<file path="src/rtl/yc_serializer.sv">
module yc_serializer #(
  parameter int SAMPLE_W = 10,
  parameter int NARROW_W = 8
) (
  input  logic                  sclk,
  input  logic                  rst_n,
  input  logic                  load,
  input  logic [2*SAMPLE_W-1:0] word_in,
  input  logic                  narrow_mode,
  input  logic                  sync_map_off,
  output logic                  sdata
);
  localparam int WORD_W = 2 * SAMPLE_W;
  localparam int PAD_W  = SAMPLE_W - NARROW_W;

  function automatic logic [SAMPLE_W-1:0] widen(input logic [SAMPLE_W-1:0] s,
                                                input logic nm, input logic off);
    logic [NARROW_W-1:0] top;
    top = s[SAMPLE_W-1 -: NARROW_W];
    if (!nm) return s;
    if (!off && (&top)) return {SAMPLE_W{1'b1}};
    return {top, {PAD_W{1'b0}}};
  endfunction

  logic [WORD_W-1:0] mapped;
  logic [WORD_W-1:0] shreg;

  for (genvar g = 0; g < 2; g++) begin : g_field
    assign mapped[g*SAMPLE_W +: SAMPLE_W] =
      widen(word_in[g*SAMPLE_W +: SAMPLE_W], narrow_mode, sync_map_off);
  end

  always_ff @(posedge sclk) begin
    if (!rst_n)    shreg <= '0;
    else if (load) shreg <= mapped;
    else           shreg <= {1'b0, shreg[WORD_W-1:1]};
  end

  assign sdata = shreg[0];

  // first bit after a capture comes straight from the chroma field
  p_wide_first_r5: assert property (@(posedge sclk) disable iff (!rst_n)
    (load && !narrow_mode) |=> (sdata == $past(word_in[0])));

  // without a load the stream advances by exactly one bit
  p_shift_r3: assert property (@(posedge sclk) disable iff (!rst_n)
    !load |=> (sdata == $past(shreg[1])));

  p_sync_ones_r7: assert property (@(posedge sclk) disable iff (!rst_n)
    (load && narrow_mode && !sync_map_off && (&word_in[SAMPLE_W-1 -: NARROW_W]))
      |=> sdata);

  p_sync_zero_r8: assert property (@(posedge sclk) disable iff (!rst_n)
    (load && narrow_mode && (word_in[SAMPLE_W-1 -: NARROW_W] == '0)) |=> !sdata);

  p_no_map_r9: assert property (@(posedge sclk) disable iff (!rst_n)
    (load && narrow_mode && sync_map_off) |=> !sdata);

  p_reset_clear_r1: assert property (@(posedge sclk)
    !rst_n |=> !sdata);
endmodule

</file>
<file path="config.mk">
export PLATFORM = sky130hd
export DESIGN_NAME = yc_serializer
export DESIGN_NICKNAME = d
export VERILOG_FILES = /design/src/rtl/yc_serializer.sv
export SDC_FILE = /design/constraint.sdc
export NUM_CORES = 1
export LEC_CHECK = 0
export ABC_AREA = 0
export CAP_MARGIN = 20
export CELL_PAD_IN_SITES_DETAIL_PLACEMENT = 1
export CELL_PAD_IN_SITES_GLOBAL_PLACEMENT = 2
export CORE_MARGIN = 10
export CORE_UTILIZATION = 30
export CTS_BUF_LIST = sky130_fd_sc_hd__clkbuf_2 sky130_fd_sc_hd__clkbuf_4 sky130_fd_sc_hd__clkbuf_8
export CTS_CLUSTER_DIAMETER = 60
export DETAILED_ROUTE_END_ITERATION = 16
export PLACE_DENSITY = 0.89
export SYNTH_ARGS = -nofsm -noshare
export SYNTH_HDL_FRONTEND = slang
export SYNTH_SLANG_ARGS = --single-unit
export TNS_END_PERCENT = 5
</file>
<file path="constraint.sdc">
create_clock -name sclk -period 2.61 [get_ports sclk]
set_clock_uncertainty 0.1 [all_clocks]
set_input_delay 0.783 -clock sclk [delete_from_list [all_inputs] [get_ports sclk]]
set_output_delay 0.783 -clock sclk [all_outputs]
set_load 0.01 [all_outputs]
</file>
Yosys cells after proc, flatten, opt, wreduce, memory -nomap -nowiden --
Cells that the tools add are included.
Word-level totals: flip-flop bits (word level) 20, input bits 25, output and inout bits 1, logic and storage cells 21
Operators by class: multiplexer cells 13, reduce and logical (&&, ||, !) cells 6
Operators by type and width (count):
- two-way mux 10 bit | 8
- two-way mux 19 bit | 1
- AND reduction 8 bit | 2
- two-way mux 1 bit | 4
- logical AND 1 bit | 2
- AND reduction 2 bit | 1
- logical NOT 1 bit | 1

Logic depth before layout (Yosys ltp) --
word-level depth 7, gate-level depth with buffers 5, depth with buffers taken out 3

Worst setup path after synthesis --
OpenSTA, ideal clock, no wires.
path type input to register, start point input load, end point register shreg[11], setup time 0.119 ns, arrival time 1.416 ns, data required time 2.391 ns, setup slack 0.975 ns, stages 5, path buffers 2, path through buf_4 -> buf_4 -> and3b_1 -> o21ai_0 -> nand2_1
On the way: longest elaborated chain between the ends 1
Ends and longest elaborated chain:
- start, declared | RTL line 7 | input logic load,
- two-way mux 19 bit | RTL line 35 | else if (load) shreg <= mapped;
- end signal, assigned | RTL line 35
- end signal, assigned | RTL line 36 | else shreg <= {1'b0, shreg[WORD_W-1:1]};
- end, declared | RTL line 26 | logic [WORD_W-1:0] shreg;
Every way passes these cells. A chain may end at the register's enable or synchronous reset.

Final worst setup path --
start point register shreg[0], end point output sdata
RTL lines:
- end, declared | RTL line 11 | output logic sdata
No word-level cell between the ends.

==> reports/summary.txt <==
status = completed
logic gate share of total power = 15.1%
First DRT Iteration DRCs = 22
Buf/Inv on CP = 1
CP Class = flop to output pin
critical-path maximum fanout = 1
RD Place Congestion = 0.715
fillers = 287
die area = 5230 µm²
syn_nets = 104
power share of the sequential group = 54.7%
Yosys top cell area share = 48.7%
drt pass-1 iters = 3
Power Internal = 0.000464 W
DR vias/cell = 4.69
leakage = 0.489 nW
fin crit period = 2.02 ns
first-pass GRT wire length = 3.17 mm
mean post-synth cell area = 10.4 µm²
Post-synth ARST share = 0%
Sw Pwr = 0.000131 W
Yosys top cell by area = dfxtp_1
initial core utilization = 32.3%
max-cap viol count = 0
critical path cell sequence = clkdlybuf4s50_1
I/O pin cnt = 26
CTS Root Cell = clkbuf_4
Worst Path Arrival = 1.14 ns
GRT Overall Usage = 7.25%
Core Footprint = 2540 µm²
initial antenna violation count = 0
Antenna Cells = 0
measured slew at the worst slew-check pin = 0.202 ns
clk sink count = 20
max FFs per register = 20
delay-heaviest family, CP = buffers and inverters
CTS H-tree lvls = 1
synth warn = 0
crit share post-route = 77.4%
Mapped Cells = 79
Hold WC Path Type = flop to flop
die width = 72.3 µm
count leader, synth = dfxtp_1
I/O Buffers = 25
post-CTS resize count = 0
die height = 72.3 µm
detailed placer's ending HPWL = 1.58 mm
Synth Flop Type = dfxtp_1
Worst setup EP type = output pin
non-filler cells in the finished layout = 136
Post-Route Setup TNS = 0 ns
mapped cell area = 822 µm²
synth cell count leaders = 20 x dfxtp_1, 19 x nor2b_1, 15 x mux2i_1
max-slew violations = 0
pre-CTS WS = 0.507 ns
drt total wl = 1.97 mm
Sw Share = 22.0%
Largest regs = shreg: 20 flops
final setup vio count = 0
via count = 638
RSZ-0062 raised after global routing = false
Reg with most FFs = shreg
Routed Antenna Nets = 0
synth top area cells = dfxtp_1 49%, mux2i_1 18%, nor2b_1 14%
Setup WS post-layout = 0.590 ns
post-synthesis sequential area ratio = 48.7%
vias in the first global route = 700
Largest stage delay, worst path = 0.52 ns
crit path launch type = flop
CP required = 1.73 ns
Critical-path top delay cell = clkdlybuf4s50_1
clock transition at the registers of the reported paths = 0.11 ns
final net count = 132
PwrDens = 523 nW/µm²
Final Hold Viols = 0
layout cells sized above 1 = 6.60%
total CTS buffers = 3
Congestion Overflow GR = 0
synth-to-layout area growth = 38.5%
drt drc = 0
Longest Clk Path Bufs = 2
Rel. slew slack = 86.5%
fmax = 495 MHz
postcts setup bufs = 0
Netlist cell types = 13
Seq cells post-synth = 20
Cells after DPL = 132
wire per inst = 14.5 µm
largest net degree at the start of global routing = 21
row count = 18
peak supply drop = 0.000273 V
hold-fix buffers at CTS = 0
Post-synth EDFFs = 0
Clock power frac = 30.1%
clk_lat worst skew = 0.30 ns
CTS tree = done
-- routing by layer --
layer | vias to the layer above | global-route usage [%] | share of wire, %
met4 | 0 | 2.15 | 1.1
met1 | 293 | 9.10 | 49
met2 | 19 | 11.2 | 42
met5 | - | 0 | 0
met3 | 2 | 2.72 | 7.2
li1 | 324 | - | -
-- metrics by stage --
step           hold slack [ns]  utilization [%]  power [W]  area (µm²)
2_1_floorplan            0.359                -   0.000373         822
3_3_place_gp             0.365             43.3   0.000421        1100
3_5_place_dp             0.379             43.3   0.000424        1100
4_1_cts                  0.407             44.7   0.000603        1140
5_1_grt                  0.434             44.7   0.000623        1140
6_report                 0.402             44.7   0.000595        1140
-- worst paths after layout --
check                                     startpoint                   end  slack [ns]  cells after the start
worst max register to register  shreg[11]$_SDFF_PN0_  shreg[10]$_SDFF_PN0_        1.76                      3
worst min-delay path             shreg[3]$_SDFF_PN0_   shreg[2]$_SDFF_PN0_        0.40                      2
worst min register to register   shreg[3]$_SDFF_PN0_   shreg[2]$_SDFF_PN0_        0.40                      2
worst max-delay path             shreg[0]$_SDFF_PN0_                 sdata        0.59                      1
-- worst reg2reg max path, stage by stage (launching register included) --
cell	delay [ns]
dfxtp_1	0.32
nor2b_1	0.12
o21ai_1	0.15
nand2_1	0.07
-- layout make-up --
type	instances	area [µm²]	share of cell area (%)
Sequential cell	20	400	35.2
Timing Repair Buffer	28	273	24.0
Multi-Input combinational cell	54	392	34.4
Tap cell	30	37.5	3.30
Clock buffer	4	36.3	3.19
-- placed cells by master, fill, tap and decap left out --
cell type | synthesis | final
nand4_1 | 4 | 4
nand2_1 | 4 | 4
dfxtp_1 | 20 | 20
or3_1 | 2 | 2
and3b_1 | 4 | 4
nand4b_1 | 1 | 1
clkbuf_8 | 0 | 1
clkbuf_4 | 0 | 3
o21ai_0 | 2 | 2
o21ai_1 | 2 | 2
nor2b_1 | 19 | 19
buf_4 | 3 | 3
mux2i_1 | 15 | 15
clkdlybuf4s50_1 | 0 | 25
and3_1 | 1 | 1
-- kinds of logic after synthesis --
group | synth area share, %
mux | 18.3
flops | 48.7
simple gates | 26.9
buf+inv | 3.65
compound gates | 2.44
-- power groups by stage --
stage	Sequential, W	Clock (W)	Combinational [W]
2_1_floorplan	0.000332	0	0.0000412
3_3_place_gp	0.000332	0	0.0000892
4_1_cts	0.000326	0.000185	0.0000919
6_report	0.000326	0.000179	0.0000901
5_1_grt	0.000327	0.000196	0.0000990
3_5_place_dp	0.000333	0	0.0000914
No activity file was read; power rests on OpenSTA's default activity.
